`src/rtl/irq_router_pkg.sv`:
```
package irq_router_pkg;
  localparam int WORD_W      = 32;
  localparam int VEC_W       = 8;
  localparam int MASK_BIT    = 16;
  localparam int ID_LSB      = 24;
  localparam int IDX_ID      = 0;
  localparam int IDX_VER     = 1;
  localparam int IDX_ARB     = 2;
  localparam int TABLE_BASE  = 16;
  localparam logic [7:0] VERSION_CODE = 8'h11;

  function automatic logic [WORD_W-1:0] lo_reset_word();
    logic [WORD_W-1:0] w;
    w = '0;
    w[MASK_BIT] = 1'b1;
    return w;
  endfunction
endpackage

```
`src/rtl/irq_regfile.sv`:
```
module irq_regfile
  import irq_router_pkg::*;
#(
  parameter int NUM_LINES = 24,
  parameter int ADDR_W    = 8,
  parameter int SEL_W     = 8,
  parameter int SEL_OFFS  = 0,
  parameter int WIN_OFFS  = 16
) (
  input  logic                           clk,
  input  logic                           rst,
  input  logic                           bus_wr,
  input  logic                           bus_rd,
  input  logic [ADDR_W-1:0]              bus_addr,
  input  logic [WORD_W-1:0]              bus_wdata,
  output logic [WORD_W-1:0]              bus_rdata,
  output logic [NUM_LINES-1:0]           line_mask,
  output logic [NUM_LINES-1:0][VEC_W-1:0] line_vec
);
  localparam int ENTRY_W   = $clog2(NUM_LINES);
  localparam int TABLE_END = TABLE_BASE + 2 * NUM_LINES;

  logic [SEL_W-1:0]  sel_q;
  logic [7:0]        id_q;
  logic [WORD_W-1:0] lo_q [NUM_LINES];
  logic [WORD_W-1:0] hi_mem [NUM_LINES];
  logic [WORD_W-1:0] hi_rd_q;
  logic [WORD_W-1:0] data_q;
  logic              use_ram_q;

  logic              sel_hit, win_hit, in_table, is_hi;
  logic [SEL_W-1:0]  rel;
  logic [ENTRY_W-1:0] entry;
  logic [WORD_W-1:0] rd_value;

  assign sel_hit  = (bus_addr == ADDR_W'(SEL_OFFS));
  assign win_hit  = (bus_addr == ADDR_W'(WIN_OFFS));
  assign in_table = (int'(sel_q) >= TABLE_BASE) && (int'(sel_q) < TABLE_END);
  assign is_hi    = sel_q[0];
  assign rel      = sel_q - SEL_W'(TABLE_BASE);
  assign entry    = rel[ENTRY_W:1];

  // Select word
  always_ff @(posedge clk) begin
    if (rst)
      sel_q <= '0;
    else if (bus_wr && sel_hit)
      sel_q <= bus_wdata[SEL_W-1:0];
  end

  // Identification register
  always_ff @(posedge clk) begin
    if (rst)
      id_q <= '0;
    else if (bus_wr && win_hit && (int'(sel_q) == IDX_ID))
      id_q <= bus_wdata[ID_LSB +: 8];
  end

  // Low words: flops, reset to masked, visible in parallel to the datapath
  for (genvar i = 0; i < NUM_LINES; i++) begin : g_lo
    always_ff @(posedge clk) begin
      if (rst)
        lo_q[i] <= lo_reset_word();
      else if (bus_wr && win_hit && in_table && !is_hi && (entry == ENTRY_W'(i)))
        lo_q[i] <= bus_wdata;
    end
    assign line_mask[i] = lo_q[i][MASK_BIT];
    assign line_vec[i]  = lo_q[i][VEC_W-1:0];
  end

  // High words: single-port memory, no reset, registered read
  always_ff @(posedge clk) begin
    if (bus_wr && win_hit && in_table && is_hi)
      hi_mem[entry] <= bus_wdata;
    if (bus_rd && win_hit && in_table && is_hi)
      hi_rd_q <= hi_mem[entry];
  end

  always_comb begin
    rd_value = '0;
    if (win_hit) begin
      if (int'(sel_q) == IDX_ID)
        rd_value = {id_q, 24'h0};
      else if (int'(sel_q) == IDX_VER)
        rd_value = {8'h00, 8'(NUM_LINES - 1), 8'h00, VERSION_CODE};
      else if (int'(sel_q) == IDX_ARB)
        rd_value = '0;
      else if (in_table && !is_hi)
        rd_value = lo_q[entry];
    end
  end

  always_ff @(posedge clk) begin
    if (rst) begin
      data_q    <= '0;
      use_ram_q <= 1'b0;
    end else if (bus_rd) begin
      data_q    <= rd_value;
      use_ram_q <= win_hit && in_table && is_hi;
    end
  end

  assign bus_rdata = use_ram_q ? hi_rd_q : data_q;
endmodule

```
`src/rtl/irq_edge_pend.sv`:
```
module irq_edge_pend #(
  parameter int NUM_LINES = 24
) (
  input  logic                 clk,
  input  logic                 rst,
  input  logic [NUM_LINES-1:0] irq_in,
  input  logic [NUM_LINES-1:0] line_mask,
  input  logic                 take,
  input  logic [NUM_LINES-1:0] grant,
  output logic [NUM_LINES-1:0] pend
);
  logic [NUM_LINES-1:0] irq_q;
  logic [NUM_LINES-1:0] rise;

  always_ff @(posedge clk) begin
    if (rst)
      irq_q <= '0;
    else
      irq_q <= irq_in;
  end

  assign rise = irq_in & ~irq_q;

  for (genvar i = 0; i < NUM_LINES; i++) begin : g_pend
    always_ff @(posedge clk) begin
      if (rst)
        pend[i] <= 1'b0;
      else
        pend[i] <= (pend[i] & ~(take & grant[i])) | (rise[i] & ~line_mask[i]);
    end
  end
endmodule

```
`src/rtl/irq_lowest_first.sv`:
```
module irq_lowest_first #(
  parameter int NUM_LINES = 24,
  localparam int ENTRY_W  = $clog2(NUM_LINES)
) (
  input  logic [NUM_LINES-1:0] req,
  output logic [NUM_LINES-1:0] grant,
  output logic [ENTRY_W-1:0]   idx
);
  logic [NUM_LINES:0] blocked;

  assign blocked[0] = 1'b0;
  for (genvar i = 0; i < NUM_LINES; i++) begin : g_chain
    assign grant[i]     = req[i] & ~blocked[i];
    assign blocked[i+1] = blocked[i] | req[i];
  end

  always_comb begin
    idx = '0;
    for (int i = 0; i < NUM_LINES; i++)
      if (grant[i])
        idx = idx | ENTRY_W'(i);
  end
endmodule

```
`src/rtl/irq_router.sv`:
```
module irq_router
  import irq_router_pkg::*;
#(
  parameter int NUM_LINES = 24,
  parameter int ADDR_W    = 8,
  parameter int SEL_W     = 8,
  parameter int SEL_OFFS  = 0,
  parameter int WIN_OFFS  = 16
) (
  input  logic                 clk,
  input  logic                 rst,
  input  logic                 bus_wr,
  input  logic                 bus_rd,
  input  logic [ADDR_W-1:0]    bus_addr,
  input  logic [31:0]          bus_wdata,
  output logic [31:0]          bus_rdata,
  input  logic [NUM_LINES-1:0] irq_in,
  output logic                 dlv_valid,
  output logic [7:0]           dlv_vector,
  input  logic                 dlv_ready
);
  localparam int ENTRY_W = $clog2(NUM_LINES);

  logic [NUM_LINES-1:0]            line_mask;
  logic [NUM_LINES-1:0][VEC_W-1:0] line_vec;
  logic [NUM_LINES-1:0]            pend;
  logic [NUM_LINES-1:0]            grant;
  logic [ENTRY_W-1:0]              grant_idx;
  logic                            take;

  irq_regfile #(
    .NUM_LINES(NUM_LINES), .ADDR_W(ADDR_W), .SEL_W(SEL_W),
    .SEL_OFFS(SEL_OFFS), .WIN_OFFS(WIN_OFFS)
  ) u_regs (
    .clk(clk), .rst(rst), .bus_wr(bus_wr), .bus_rd(bus_rd),
    .bus_addr(bus_addr), .bus_wdata(bus_wdata), .bus_rdata(bus_rdata),
    .line_mask(line_mask), .line_vec(line_vec)
  );

  irq_edge_pend #(.NUM_LINES(NUM_LINES)) u_pend (
    .clk(clk), .rst(rst), .irq_in(irq_in), .line_mask(line_mask),
    .take(take), .grant(grant), .pend(pend)
  );

  irq_lowest_first #(.NUM_LINES(NUM_LINES)) u_arb (
    .req(pend), .grant(grant), .idx(grant_idx)
  );

  // Output register is free when empty or being accepted this edge
  assign take = !dlv_valid || dlv_ready;

  always_ff @(posedge clk) begin
    if (rst) begin
      dlv_valid  <= 1'b0;
      dlv_vector <= '0;
    end else if (take) begin
      dlv_valid <= |pend;
      if (|pend)
        dlv_vector <= line_vec[grant_idx];
    end
  end
endmodule

```
`config.mk`:
```
export PLATFORM = sky130hd
export DESIGN_NAME = irq_router
export DESIGN_NICKNAME = d
export VERILOG_FILES = /design/src/rtl/irq_router_pkg.sv /design/src/rtl/irq_regfile.sv /design/src/rtl/irq_edge_pend.sv /design/src/rtl/irq_lowest_first.sv /design/src/rtl/irq_router.sv
export SDC_FILE = /design/constraint.sdc
export NUM_CORES = 2
export LEC_CHECK = 0
export ABC_CLOCK_PERIOD_IN_PS = 16900
export BUFFER_PORTS_ARGS = -buffer_cell sky130_fd_sc_hd__buf_4
export CORE_MARGIN = 1.5
export CORE_UTILIZATION = 42
export DETAILED_ROUTE_END_ITERATION = 7
export PLACE_DENSITY_LB_ADDON = 0.15
export SYNTH_ARGS = -nofsm -noshare
export SYNTH_HDL_FRONTEND = slang
export SYNTH_SLANG_ARGS = --single-unit
export TNS_END_PERCENT = 5
```
`constraint.sdc`:
```
create_clock -name clk -period 16.9 [get_ports clk]
set_input_delay 3.38 -clock clk [delete_from_list [all_inputs] [get_ports clk]]
set_output_delay 3.38 -clock clk [all_outputs]
set_load 0.05 [all_outputs]
```
**Word-level counts from Yosys, hierarchy flattened**

Memory sizes are Yosys's and may differ from the RTL's. A register that Yosys moved wholly into a read port is not among the register bits.
Cells that the tools add are included.

- $add $sub $neg: 1
- Multiplexer cells: 131
- Reductions and logical operators: 45
- Order comparisons: 3
- Bitwise operators: 238
- Eq/ne operators: 26

Operator list:

| cell | number |
|---|---|
| $mux 32 | 30 |
| $and 1x1->1 | 95 |
| $mux 1 | 77 |
| $not 1->1 | 71 |
| $or 1x1->1 | 70 |
| $bmux 8 s5 | 1 |
| $eq 5x4->1 const B | 8 |
| $eq 5x5->1 const B | 8 |
| $mux 5 | 8 |
| $logic_and 1x1->1 | 37 |
| $mux 4 | 8 |
| $and 24x24->24 | 1 |
| $not 24->24 | 1 |
| $reduce_or 24->1 | 1 |
| $eq 5x3->1 const B | 4 |
| $logic_not 8->1 | 2 |
| $mux 3 | 4 |
| $eq 5x2->1 const B | 2 |
| $eq 8x2->1 const B | 1 |
| $eq 8x3->1 const B | 1 |
| $eq 8x5->1 const B | 1 |
| $ge 8x5->1 const B | 1 |
| $lt 8x7->1 const B | 1 |
| $mux 8 | 1 |
| other kinds (8) | 10 |

- Bits in writable memories: 1536
- Memories kept: 2
- Input bits: 69
- Register bits: 106

Memory list:

| name | depth | bits a word | read ports | clocked after Yosys merged registers in | wr ports | line | source |
|---|---|---|---|---|---|---|---|
| u_regs.hi_mem | 24 | 32 | 1 | 1 | 1 | irq_regfile.sv:26 | `logic [WORD_W-1:0] hi_mem [NUM_LINES];` |
| u_regs.lo_q | 24 | 32 | 25 | 0 | 24 | irq_regfile.sv:25 | `logic [WORD_W-1:0] lo_q [NUM_LINES];` |

**Longest topological paths before layout**

- Word-level depth: 28
- Mapped depth: 12
- Depth with buffers taken out: 9

**Cells and area by module**

Synthesis repeated with hierarchy kept, for this count alone.

- Cells, all modules: 4287
- Area, all modules: 73168.9 µm²

By module, submodules not included:

| module | cells each | times used | area an instance (µm²) |
|---|---|---|---|
| irq_regfile | 3836 | 1 | 69028.7 |
| irq_router | 214 | 1 | 2052.0 |
| irq_edge_pend | 151 | 1 | 1576.5 |
| irq_lowest_first | 86 | 1 | 511.7 |

**Worst setup path before layout**

Ideal clock, no wire load.

- Path kind: input to register
- Start point: input port bus_addr[2]
- End point: memory u_regs.lo_q[8][0], enable pin
- Path buffers: 2
- Required time: 16.430 ns
- Stages on the path: 8
- Path slack: 9.082 ns
- Library setup time: 0.470 ns
- Data arrival time: 7.348 ns
- Path through: or4_1 > nor4_2 > and3_1 > buf_4 > and3_1 > buf_4 > nand2_2 > o31ai_1

RTL lines:

| element | line | source |
|---|---|---|
| from (decl) | irq_router.sv:14 | `input logic [ADDR_W-1:0] bus_addr,` |
| to (decl) | irq_regfile.sv:25 |  |

==> results.txt <==
- Number of placement rows: 150
* Router iterations before antenna repair: 5
- The first global-routing pass estimated 289 mm of wire.
- For the worst-skew pair, the clock arrives at the later sink with an insertion delay of 0.83 ns.
* Most repeated cell in the gate-level netlist after synthesis: sky130_fd_sc_hd__edfxtp_1
- The worst-case IR drop observed on VDD is 0.100 mV.
* Worst flop-to-flop path startpoint: u_regs.sel_q[1]$_SDFFE_PP0P_
- Post-CTS repair changed the size of 0 cells.
- The detail route stage leaves a number of antenna-violating nets equal to 0.
- For the final database, setup skew stands at 0.0617 ns.
* Worst path buffer plus inverter count: 1
* Number of clock buffers inserted by TritonCTS: 175
- In this run the worst setup path terminates at u_regs.lo_q[7][18]$_SDFFCE_PN0P_.
* 1st-iter DRT viols: 4240
- Initial antenna violation count: 11
- Once routing completed, OpenROAD measured the worst setup slack at 10.10 ns.
- LEAKAGE: 0.0261 uW
* Worst Hold Depth: 3
* Worst path top cell family by delay: simple AND/OR/NAND/NOR gates
- Each instance of the synthesized netlist takes up on average 17.0 um2.
- The setup path with the least slack is of type in2reg.
- Total of endpoints with negative setup slack in the final report: 0
- Overall overflow remaining after global route: 0
- In this run the critical register-to-register path is captured at u_regs.data_q[31]$_SDFFE_PP0P_.
- Yosys printed 0 warnings.
- Total negative setup slack: 0 ns
* Initial standard-cell utilization of the core: 42.4%
- Sort of element at the end of the critical path: flip-flop
* Critical path's largest stage delay: 1.11 ns
- Headroom to the max-slew limit came out at 15.9%.
* Total number of nets in the final design: 4320
* Final worst-path cycle share: 40.2%
- Clk slew on worst S/H paths: 0.06 ns
- Summing all flip-flop and latch instances after layout gives 49200 um2.
* Sequential-to-total area share from yosys stat: 69.2%
- 110 I/O pins were placed.
* Syn_nets: 4253
- Critical Path Stages: 8
* Multi-input combinational cell area: 21200 um2
- Top cell by count, worst path: sky130_fd_sc_hd__and3_1
- Global routing consumed, over all layers together, 23.5% of the routing resources.
- Die Height: 415 um
- Area added between synthesis and finish: 13.2%
- Most used flip-flop cell after synthesis: sky130_fd_sc_hd__edfxtp_1
* Final hold slack: 0.455 ns
- The flow ran to the end, and the final reports show no timing, DRC or antenna violations.
- Among all stages on the critical path, the largest delay is contributed by sky130_fd_sc_hd__nor2_2.
- Power spread over the standard cell area amounts to 108 nW/um2.
- The via count of the first global-routing pass came to 37922.
- After synthesis, the netlist uses 61 different library cells.
* Combined area of all synthesized cells: 71200 um2
- Worst-case setup slack after placement: 9.27 ns
* Share of synthesized flip-flops with an asynchronous set or reset: 0%
* Data arrival time of the critical path: 7.46 ns
- The congestion estimate from routability-driven global placement came to 0.845.
- Hold buffers post-CTS: 0
- Share of Yosys cell area claimed by the top area cell type: 66.2%
- Max Buffers Root-to-Sink: 3
* Number of fill cells: 14091
- The worst setup path is launched from an input pin.
- The critical path goes through buf_4 -> or4_1 -> nor4_2 -> and3_1 -> and3_1 -> nand3_1 -> nor2_2 -> and2_1.
- Die outline area: 172000 um2
- Register-to-Register Setup Slack: 12.13 ns
* Biggest area consumer among synthesized cells: sky130_fd_sc_hd__edfxtp_1
- The number of max-slew violations in the final report came to 0.
* Core area: 168000 um2
- For this run, design rule violations remaining after detail routing come to 0.
- Main area contributors after synthesis: sky130_fd_sc_hd__edfxtp_1, sky130_fd_sc_hd__mux4_2, sky130_fd_sc_hd__and2_1, sky130_fd_sc_hd__dfxtp_1, sky130_fd_sc_hd__mux2i_1
- Number of max-cap violations: 0
- Fraction of layout instances using a drive strength above 1: 23.9%
- After detailed routing, the average wire length per cell comes to 30.6 um.
* Buffers on Ports: 109
- Summed over all nets, the half-perimeter wirelength after detailed placement is 118 mm.
* Routed vias: 37873
- Measured in cells, the most critical reg-to-reg path has a length of 7.
- Counting flops and latches in the post-synthesis netlist gives 1674.
- Synthesis produced a netlist whose cell count is 4179.
- The die is 415 um wide.
* Unrepaired setup endpoints after global routing: no
- Clock tree synthesis selected as its root buffer the cell sky130_fd_sc_hd__clkbuf_16.
- In this run, synthesis inferred 1568 flip-flops with an integrated enable.
- Final min period: 6.80 ns
- The clock tree synthesis step divided the H-tree into 4 levels.
- After clock tree synthesis, the setup repair step added 0 buffers.
- The clock net in this run drives a total of 1674 sinks.
- Highest clock rate: 0.147 GHz
- Via-per-instance ratio: 5.73
* Required time at the worst-slack endpoint: 17.57 ns
- Number of hold violations in the final report: 0
- For the pin with the worst max-slew slack, the measured transition is 1.26 ns.
* Routed WL: 203 mm
- The critical path starts at bus_addr[2].
* Worst hold start: u_pend.irq_q[9]$_SDFF_PP0_
* Most common library cells after synthesis: sky130_fd_sc_hd__edfxtp_1, sky130_fd_sc_hd__and2_1, sky130_fd_sc_hd__mux4_2
* Crit-path max FO: 31
* Min-Delay Path Class: reg2reg
* CTS tree: yes
- Entering global routing, the biggest net connects 107 pins.
metrics by stage:
step	std cells	utilization, %	area (um2)	total power, uW
final	6613	48.0	80500	8730
after global routing	6603	48.0	80500	8970
after CTS	6603	48.0	80500	8800
after detailed placement	6273	44.6	74800	4950
after global placement	6273	44.6	74800	4940
after floorplan	4179	-	71200	4800
routing by layer:
| metal | global-route usage (%) | vias up | part of all wire [%] |
|---|---|---|---|
| met1 | 32.6 | 20052 | 43 |
| met5 | 0 | - | 0 |
| met2 | 38.6 | 1265 | 49 |
| met4 | 7.57 | 0 | 3.2 |
| li1 | - | 16303 | - |
| met3 | 3.15 | 253 | 5.3 |
cell families after synthesis:
family,after synthesis,synth area share (%)
flops,1674,69.2
simple gates,1295,10.1
mux,588,16.2
buf+inv,325,1.83
compound gates,292,2.57
fa+ha+maj,5,0.0879
worst reg2reg max path: cells and delay by family (launching register included):
family | cells | cell delay [ns]
multiplexers | 2 | 1.37
AO/OA/AOI/OAI | 3 | 0.87
buffers and inverters | 2 | 1.54
flip-flops | 1 | 0.88
state kept, by name, summed over array words and instances, names as in the netlist:
| signal | cells |
|---|---|
| u_regs.id_q | 8 |
| u_regs.lo_q | 768 |
| u_regs.hi_rd_q | 32 |
| u_pend.pend | 24 |
| u_regs.hi_mem | 768 |
| u_regs.data_q | 32 |
| u_pend.irq_q | 24 |
| u_regs.use_ram_q | 1 |
| u_regs.sel_q | 8 |
| dlv_vector | 8 |
| dlv_valid | 1 |
worst min-delay path by stage:
stage,slack (ns),end
global route,0.48,u_regs.id_q[3]$_SDFFE_PP0P_
global placement,0.44,u_regs.id_q[1]$_SDFFE_PP0P_
detailed placement,0.45,u_regs.id_q[0]$_SDFFE_PP0P_
CTS,0.46,u_regs.id_q[1]$_SDFFE_PP0P_
floorplan,0.43,u_regs.id_q[0]$_SDFFE_PP0P_
finish,0.45,u_pend.pend[9]$_SDFF_PP0_
cell type report:
type / count / share of cell area [%]
repair buffers: 207 / 1.96
clock inverters: 119 / 1.51
flip-flops and latches: 1674 / 61.1
inverters: 8 / 0.0435
well taps: 2204 / 3.42
diodes: 10 / 0.0311
clock buffers: 211 / 5.64
multi-input cells: 2180 / 26.3
cell usage in the layout (no fill, tap or decap), drive strengths merged, types with 8 or more instances in the layout:
master  instances
a211oi         16
a21oi          74
a221oi         14
a22oi          35
a31oi           8
and2          744
and3           18
buf           207
bufinv         16
clkbuf        211
clkinv         94
dfxtp         106
diode          10
edfxtp       1568
inv            14
mux2           32
mux2i         108
mux4          448
nand2         240
nand2b         13
nand3          47
nor2          134
nor2b          30
nor3            8
nor4            9
o211ai          9
o21ai         101
or3            34
power by group:
| group | internal (uW) | switching, uW |
|---|---|---|
| sequential | 4590 | 26.1 |
| combinational | 58.3 | 183 |
| clock | 2190 | 1690 |
| total | 6830 | 1900 |
Power figures use the tool's default switching activity.
